--- src/rtl/tod_disp_pkg.sv ---
package tod_disp_pkg;
  localparam int DIGIT_W  = 4;
  localparam int N_DIGITS = 6;
  localparam int WORD_W   = DIGIT_W * N_DIGITS;

  // digit limits for the time-of-day counter
  localparam int UNIT_LAST   = 9;
  localparam int SIXTY_TENS  = 5;
  localparam int HOUR_T_LAST = 2;
  localparam int HOUR_U_DAY  = 3;

  typedef logic [DIGIT_W-1:0] digit_t;

  // field order is the wire order: hours tens leaves first
  typedef struct packed {
    digit_t hr_t;
    digit_t hr_u;
    digit_t mn_t;
    digit_t mn_u;
    digit_t sc_t;
    digit_t sc_u;
  } tod_t;

  typedef enum logic [1:0] {
    CTL_IDLE = 2'd0,
    CTL_PACK = 2'd1,
    CTL_SEND = 2'd2
  } ctl_state_e;
endpackage

--- src/rtl/tod_counter.sv ---
module tod_counter
  import tod_disp_pkg::*;
(
  input  logic clk,
  input  logic rst,
  input  logic tick,
  output tod_t now
);
  tod_t t_q;
  logic c_su, c_st, c_mu, c_mt, day_end;

  always_comb begin
    c_su    = (t_q.sc_u == digit_t'(UNIT_LAST));
    c_st    = c_su && (t_q.sc_t == digit_t'(SIXTY_TENS));
    c_mu    = c_st && (t_q.mn_u == digit_t'(UNIT_LAST));
    c_mt    = c_mu && (t_q.mn_t == digit_t'(SIXTY_TENS));
    day_end = c_mt && (t_q.hr_t == digit_t'(HOUR_T_LAST))
                   && (t_q.hr_u == digit_t'(HOUR_U_DAY));
  end

  always_ff @(posedge clk) begin
    if (rst) begin
      t_q <= '0;
    end else if (tick) begin
      t_q.sc_u <= c_su ? '0 : t_q.sc_u + 1'b1;
      if (c_su) t_q.sc_t <= c_st ? '0 : t_q.sc_t + 1'b1;
      if (c_st) t_q.mn_u <= c_mu ? '0 : t_q.mn_u + 1'b1;
      if (c_mu) t_q.mn_t <= c_mt ? '0 : t_q.mn_t + 1'b1;
      if (day_end) begin
        t_q.hr_t <= '0;
        t_q.hr_u <= '0;
      end else if (c_mt) begin
        if (t_q.hr_u == digit_t'(UNIT_LAST)) begin
          t_q.hr_u <= '0;
          t_q.hr_t <= t_q.hr_t + 1'b1;
        end else begin
          t_q.hr_u <= t_q.hr_u + 1'b1;
        end
      end
    end
  end

  assign now = t_q;
endmodule

--- src/rtl/tod_update_ctl.sv ---
module tod_update_ctl
  import tod_disp_pkg::*;
(
  input  logic              clk,
  input  logic              rst,
  input  logic              tick,
  input  tod_t              now,
  input  logic              shift_done,
  output logic [WORD_W-1:0] word,
  output logic              start,
  output logic              busy,
  output logic              pend
);
  ctl_state_e st_q;
  logic       pend_q;
  logic [WORD_W-1:0] word_q;

  always_ff @(posedge clk) begin
    if (rst) begin
      st_q   <= CTL_IDLE;
      pend_q <= 1'b0;
      word_q <= '0;
    end else begin
      case (st_q)
        CTL_IDLE: begin
          if (tick || pend_q) st_q <= CTL_PACK;
          pend_q <= 1'b0;
        end
        CTL_PACK: begin
          word_q <= now;
          pend_q <= pend_q | tick;
          st_q   <= CTL_SEND;
        end
        CTL_SEND: begin
          pend_q <= pend_q | tick;
          if (shift_done) st_q <= CTL_IDLE;
        end
        default: st_q <= CTL_IDLE;
      endcase
    end
  end

  assign word  = word_q;
  assign start = (st_q == CTL_SEND);
  assign busy  = (st_q != CTL_IDLE);
  assign pend  = pend_q;
endmodule

--- src/rtl/tod_bit_shifter.sv ---
module tod_bit_shifter #(
  parameter int W = 24
) (
  input  logic         clk,
  input  logic         rst,
  input  logic         start,
  input  logic [W-1:0] par_in,
  output logic         sdo,
  output logic         sck,
  output logic         done
);
  localparam int CNT_W = (W > 1) ? $clog2(W) : 1;
  localparam logic [CNT_W-1:0] LAST_BIT = CNT_W'(W - 1);

  logic         active_q, sck_q, done_q;
  logic [W-1:0] sh_q;
  logic [CNT_W-1:0] cnt_q;

  always_ff @(posedge clk) begin
    if (rst) begin
      active_q <= 1'b0;
      sck_q    <= 1'b0;
      done_q   <= 1'b0;
      sh_q     <= '0;
      cnt_q    <= '0;
    end else if (!active_q) begin
      sck_q <= 1'b0;
      sh_q  <= par_in;              // parallel load only while idle
      if (!start) done_q <= 1'b0;
      if (start && !done_q) begin
        active_q <= 1'b1;
        cnt_q    <= '0;
      end
    end else begin
      sck_q <= ~sck_q;
      if (sck_q) begin              // falling shift-clock edge: next bit
        sh_q <= {sh_q[W-2:0], 1'b0};
        if (cnt_q == LAST_BIT) begin
          active_q <= 1'b0;
          done_q   <= 1'b1;
        end else begin
          cnt_q <= cnt_q + 1'b1;
        end
      end
    end
  end

  assign sdo  = sh_q[W-1];
  assign sck  = sck_q;
  assign done = done_q;
endmodule

--- src/rtl/tod_serial_display.sv ---
module tod_serial_display
  import tod_disp_pkg::*;
(
  input  logic clk,
  input  logic rst,
  input  logic sec_tick,
  output logic ser_data,
  output logic ser_clk,
  output logic busy
);
  tod_t              now_time;
  logic [WORD_W-1:0] disp_word;
  logic              go, fin, pend_q;

  tod_counter u_time (
    .clk  (clk),
    .rst  (rst),
    .tick (sec_tick),
    .now  (now_time)
  );

  tod_update_ctl u_ctl (
    .clk        (clk),
    .rst        (rst),
    .tick       (sec_tick),
    .now        (now_time),
    .shift_done (fin),
    .word       (disp_word),
    .start      (go),
    .busy       (busy),
    .pend       (pend_q)
  );

  tod_bit_shifter #(.W(WORD_W)) u_shift (
    .clk    (clk),
    .rst    (rst),
    .start  (go),
    .par_in (disp_word),
    .sdo    (ser_data),
    .sck    (ser_clk),
    .done   (fin)
  );
endmodule

--- config.mk ---
export PLATFORM = sky130hd
export DESIGN_NAME = tod_serial_display
export DESIGN_NICKNAME = d
export VERILOG_FILES = /design/src/rtl/tod_disp_pkg.sv /design/src/rtl/tod_counter.sv /design/src/rtl/tod_update_ctl.sv /design/src/rtl/tod_bit_shifter.sv /design/src/rtl/tod_serial_display.sv
export SDC_FILE = /design/constraint.sdc
export NUM_CORES = 1
export LEC_CHECK = 0
export BUFFER_PORTS_ARGS = -buffer_cell sky130_fd_sc_hd__buf_2
export CAP_MARGIN = 5
export CELL_PAD_IN_SITES_DETAIL_PLACEMENT = 1
export CELL_PAD_IN_SITES_GLOBAL_PLACEMENT = 1
export CORE_ASPECT_RATIO = 1.75
export CORE_UTILIZATION = 52
export DETAILED_ROUTE_END_ITERATION = 10
export GPL_ROUTABILITY_DRIVEN = 1
export HOLD_SLACK_MARGIN = 0.1
export PLACE_DENSITY = 0.91
export SYNTH_ARGS = -nofsm -noshare
export SYNTH_HDL_FRONTEND = slang
export SYNTH_SLANG_ARGS = --single-unit
--- constraint.sdc ---
create_clock -name clk -period 5.6 [get_ports clk]
set_input_delay 0.84 -clock clk [delete_from_list [all_inputs] [get_ports clk]]
set_output_delay 0.84 -clock clk [all_outputs]
set_load 0.05 [all_outputs]
; Word-level counts from Yosys, hierarchy flattened
; Cells that the tools add are included.
; Widths: inputs -> output; s select.
[word_totals]
register_bits = 83
inputBits = 3
out_inout_bits = 3
[classes]
add_sub_neg = 7
eq_ne = 16
mux = 26
bitwise = 3
reduce_logical = 24
[ops]
columns = op, n
row1 = $mux 24, 2
row2 = $add 4x1->4 const B, 6
row3 = $mux 4, 6
row4 = $mux 5, 4
row5 = $mux 8, 2
row6 = $eq 4x4->1 const B, 3
row7 = $ne 2x2->1 const B, 5
row8 = $reduce_and 2->1, 5
row9 = $reduce_bool 2->1, 5
row10 = $reduce_and 3->1, 3
row11 = $eq 4x2->1 const B, 2
row12 = $eq 4x3->1 const B, 2
row13 = $mux 1, 8
row14 = $logic_and 1x1->1, 6
row15 = $pmux 2 s3, 1
row16 = $add 5x1->5 const B, 1
row17 = $eq 5x5->1 const B, 1
row18 = $mux 2, 2
row19 = $reduce_or 2->1, 2
row20 = $eq 2x1->1 const B, 1
row21 = $eq 2x2->1 const B, 1
row22 = $logic_not 2->1, 1
row23 = $ne 2x1->1 const B, 1
row24 = $not 1->1, 2
row25 = 4 further kinds, 4

; Logic depth before layout (Yosys ltp)
[depth]
depth_word = 8
mapped_depth = 7

; Cells and area by module
; Synthesis repeated with hierarchy kept, for this count alone.
[unflattened]
cells_unflattened = 402
area_unflattened_um2 = 3851.2
[by_module_without_submodules]
columns = mod, instances, cells_per_inst, area_per_inst_um2, seq_area_each_um2
row1 = tod_bit_shifter, 1, 151, 1426.4, 640.6
row2 = tod_counter, 1, 149, 1347.5, 480.5
row3 = tod_update_ctl, 1, 102, 1077.3, 540.5

; Worst setup path after synthesis
; No wires, ideal clock.
[synth_path]
path_type = input port to flip-flop
startpoint = input sec_tick
endpoint = register u_time.t_q (netlist bit u_time.now[19])
setup_ps = 71
arrival_ps = 2220
required_ps = 5529
slack_ps = 3309
path_stages = 5
path_buffers = 0
cell_sequence = nand4b_1 > nor2_1 > nand3_1 > or4_2 > a21oi_1
[synth_via]
elab_chain_len = 1
[synth_lines]
columns = element, line
row1 = "start, declared", tod_serial_display.sv:6  ; input logic sec_tick,
row2 = $reduce_and 2->1 (no line), --
row3 = "end, declared", tod_counter.sv:9  ; tod_t t_q;
; No other way between the ends.
; A chain may end at the register's enable or synchronous reset.

; Final worst setup path
[layout_path]
startpoint = register u_shift.active_q
endpoint = register u_shift.cnt_q[2]
[layout_via]
elab_chain_len = 2
word_cells_on_any_way = 5
[layout_lines]
columns = element, line
row1 = "start, declared", tod_bit_shifter.sv:15  ; logic active_q, sck_q, done_q;
row2 = "start signal, assigned", tod_bit_shifter.sv:21  ; active_q <= 1'b0;
row3 = "start signal, assigned", tod_bit_shifter.sv:31  ; active_q <= 1'b1;
row4 = "start signal, assigned", tod_bit_shifter.sv:39  ; active_q <= 1'b0;
row5 = $ne 2x2->1 (no line) or $reduce_bool 2->1 (tied branches), --
row6 = $reduce_and 3->1 (no line), --
row7 = "end signal, assigned", tod_bit_shifter.sv:42  ; cnt_q <= cnt_q + 1'b1;
row8 = "end, declared", tod_bit_shifter.sv:17  ; logic [CNT_W-1:0] cnt_q;
; Several ways; a longest one is shown, not always the timed one.

==> flow_summary.ini <==
[global_route]
grt_pass1_vias = 3075
grt_pass1_wl_um = 14400
gr-usage-all-layers_pct = 25.2
grt_max_degree = 82
antenna_found_initial = 0
grt_overflow = 0

[pwr]
p_seq_share_pct = 46.1
finalPower_mw = 1.44
combPwrFrac_pct = 14.5
switching_power_mw = 0.397
p_per_area_nw_per_um2 = 354
p_leak_nw = 1.40
p_clk_share_pct = 39.5
ir_worst_vdd_uv = 310
internal_power_mw = 1.05
p_sw_share_pct = 27.5

[finish]
areaGrowthSynthToFinish_pct = 9.62
antenna_cells = 0
fin_nets = 419
final_cell_area_sq_um = 4080
drive_gt1_share_pct = 8.66
fin_cells = 488

[floorplanning]
initial_utilization_pct = 53.9
die_h_um = 114
die-area_sq_um = 7510
rows = 40
ios = 6
core_sq_um = 6910
fp.dieW_um = 65.9

[synth]
synthFlopType = dfxtp_1
synth_fp_nets = 422
ys_ff_latch = 83
synth_edf_count = 0
ys_seq_area_share_pct = 44.7
synth.distinct_cells = 41
synth_cells = 403
syn_area_sq_um = 3720
synth_warnings = 0
async_reset_ff_share_pct = 0
syn-mean-instance-area_sq_um = 9.23

[critical_path]
path_class = flop to flop
cp-start-kind = flop
worstPathMaxFanout = 30
cp_num_cells = 6
crit_chain = buf_4 > nor3b_1 > a31oi_1 > nor2b_1 > xnor2_1 > nor2_1
r2r_end = u_shift.cnt_q[2]$_SDFFE_PP0P_
cp_top_family = flip-flops
cp_slowest_cell = dfxtp_1
r2r-start = u_shift.active_q$_SDFF_PP0_
cp-endpoint = u_shift.cnt_q[2]$_SDFFE_PP0P_
crit_required_ns = 5.83
crit_arrival_ns = 2.63
r2r_cells = 6
rrSetupSlack_ns = 3.21
cp-startpoint = u_shift.active_q$_SDFF_PP0_
max_stage_delay_ns = 0.93
crit_buf_inv = 1
end_kind = flop

[placed_design]
dp.cells = 473
dpl-instance-area_sq_um = 3790
gp_congestion = 0.782
port_buffers = 5
hpwl_um = 5540

[timing]
rsz0062_at_grt = false
final-hold-violation-count = 0
tightest_slew_ns = 0.940
hold_ws_ns = 0.485
slew_headroom_pct = 37.2
finClkSkew_ns = 0.00711
setup_viol = 0
slew_viol_final = 0
fin_crit_sh_pct = 42.8
period_needed_ns = 2.39
fmax_ghz = 0.418
tns_ns = 0

[status]
status = complete, no violations

[routing]
vias = 2830
drcViolationCount = 0
wl_um = 8520
post_drt_via_cell_ratio = 5.80
firstDrtPassIters = 4
drtAntennaViolNets = 0
wire_per_inst_um = 17.5
first_iter_violations = 132

[clock_network]
clockBufferDepth = 2
numClockSinks = 83
cts_hold_buf = 0
cts-root-buf = clkbuf_16
clk_pin_slew_ns = 0.06
cts_tree = built
clk_latency_ns = 0.34
cts_max_level = 3
post_cts_resized = 0
numCtsBuffers = 9
cts_setup_buffers = 0

[flow_run]
cap_violations = 0

[min_path]
hp-class = flop to flop
==> cells in the mapped netlist, drive strengths merged (3+ instances only) <==
| cell type | n | area, sq um |
|---|---|---|
| nor3 | 11 | 60.1 |
| nand4b | 3 | 26.3 |
| xor2 | 3 | 26.3 |
| mux2i | 51 | 510 |
| nand2 | 15 | 56.3 |
| a21oi | 25 | 125 |
| or4 | 4 | 35.0 |
| nor2 | 70 | 263 |
| inv | 11 | 41.3 |
| nor2b | 5 | 31.3 |
| nand3b | 6 | 45.0 |
| o21ai | 11 | 55.1 |
| or3 | 8 | 52.6 |
| a211oi | 23 | 173 |
| nand4 | 4 | 40.0 |
| dfxtp | 83 | 1660 |
| buf | 4 | 15.0 |
| nand3 | 8 | 40.0 |
| ha | 16 | 200 |
| clkbuf | 19 | 71.3 |
==> final cells by class <==
cell class	instances	area (sq um)
Clock buffer	10	229
Clock inverter	5	55.1
Fill cell	781	2830
Inverter	11	41.3
Multi-Input combinational cell	286	1930
Sequential cell	83	1660
Tap cell	84	105
Timing Repair Buffer	9	55.1
==> power groups by stage <==
stage | Clock (mW) | Combinational (mW) | Sequential [mW]
detailed placement | 0 | 0.207 | 0.677
finish | 0.570 | 0.209 | 0.665
floorplan | 0 | 0.172 | 0.662
CTS | 0.578 | 0.213 | 0.665
global placement | 0 | 0.196 | 0.674
global route | 0.606 | 0.228 | 0.669
==> registers in the layout (all words and copies together) (netlist names) <==
signal	flops
u_ctl.word	24
u_shift.sh_q	24
u_time.now	24
u_shift.cnt_q	5
u_ctl.st_q	2
u_ctl.pend	1
u_shift.active_q	1
u_shift.done	1
u_shift.sck	1
==> per-stage QoR <==
step	util, %	setup slack, ns
floorplan	-	3.31
CTS	59.1	3.18
detailed placement	54.9	2.92
finish	59.1	3.21
global route	59.1	2.98
global placement	54.9	2.98
==> cell families after synthesis <==
group	Yosys count	share of synthesized area [%]
simple gates	149	20.6
flops	83	44.7
compound gates	65	11.1
mux	51	13.7
buf+inv	34	3.43
fa+ha+maj	16	5.38
xor+xnor	5	1.18
==> worst reg2reg max path, cell delays in order (launching register included) <==
cell	delay [ns]
dfxtp_1	0.93
buf_4	0.45
nor3b_1	0.13
a31oi_1	0.43
nor2b_1	0.12
xnor2_1	0.16
nor2_1	0.06
==> worst min path at each step <==
stage / startpoint / end / cells past startpoint
after floorplan: u_ctl.word[0]$_SDFFE_PP0N_ / u_shift.sh_q[0]$_SDFFE_PP0P_ / 2
after global placement: u_shift.cnt_q[1]$_SDFFE_PP0P_ / u_shift.cnt_q[1]$_SDFFE_PP0P_ / 2
final: u_ctl.word[15]$_SDFFE_PP0N_ / u_shift.sh_q[15]$_SDFFE_PP0P_ / 2
after global routing: u_ctl.word[0]$_SDFFE_PP0N_ / u_shift.sh_q[0]$_SDFFE_PP0P_ / 2
after detailed placement: u_shift.cnt_q[1]$_SDFFE_PP0P_ / u_shift.cnt_q[1]$_SDFFE_PP0P_ / 2
after CTS: u_ctl.word[0]$_SDFFE_PP0N_ / u_shift.sh_q[0]$_SDFFE_PP0P_ / 2
==> layout by cell type (no fill, tap or decap), drive strengths merged, types with 9 or more instances in the layout <==
master  count
clkbuf     10
a21oi      25
nor2       70
ha         16
nor3       11
mux2i      51
dfxtp      83
a211oi     23
buf         9
nand2      15
o21ai      11
inv        11
==> layer usage <==
metal  up-vias  track usage (%)  part of all wire [%]
li1       1409                -                     -
met1      1377             27.4                    41
met2        27             45.3                    54
met3        17             5.70                   1.9
met4         0             10.6                   2.4
met5         -                0                     0
Power figures use the tool's default switching activity.
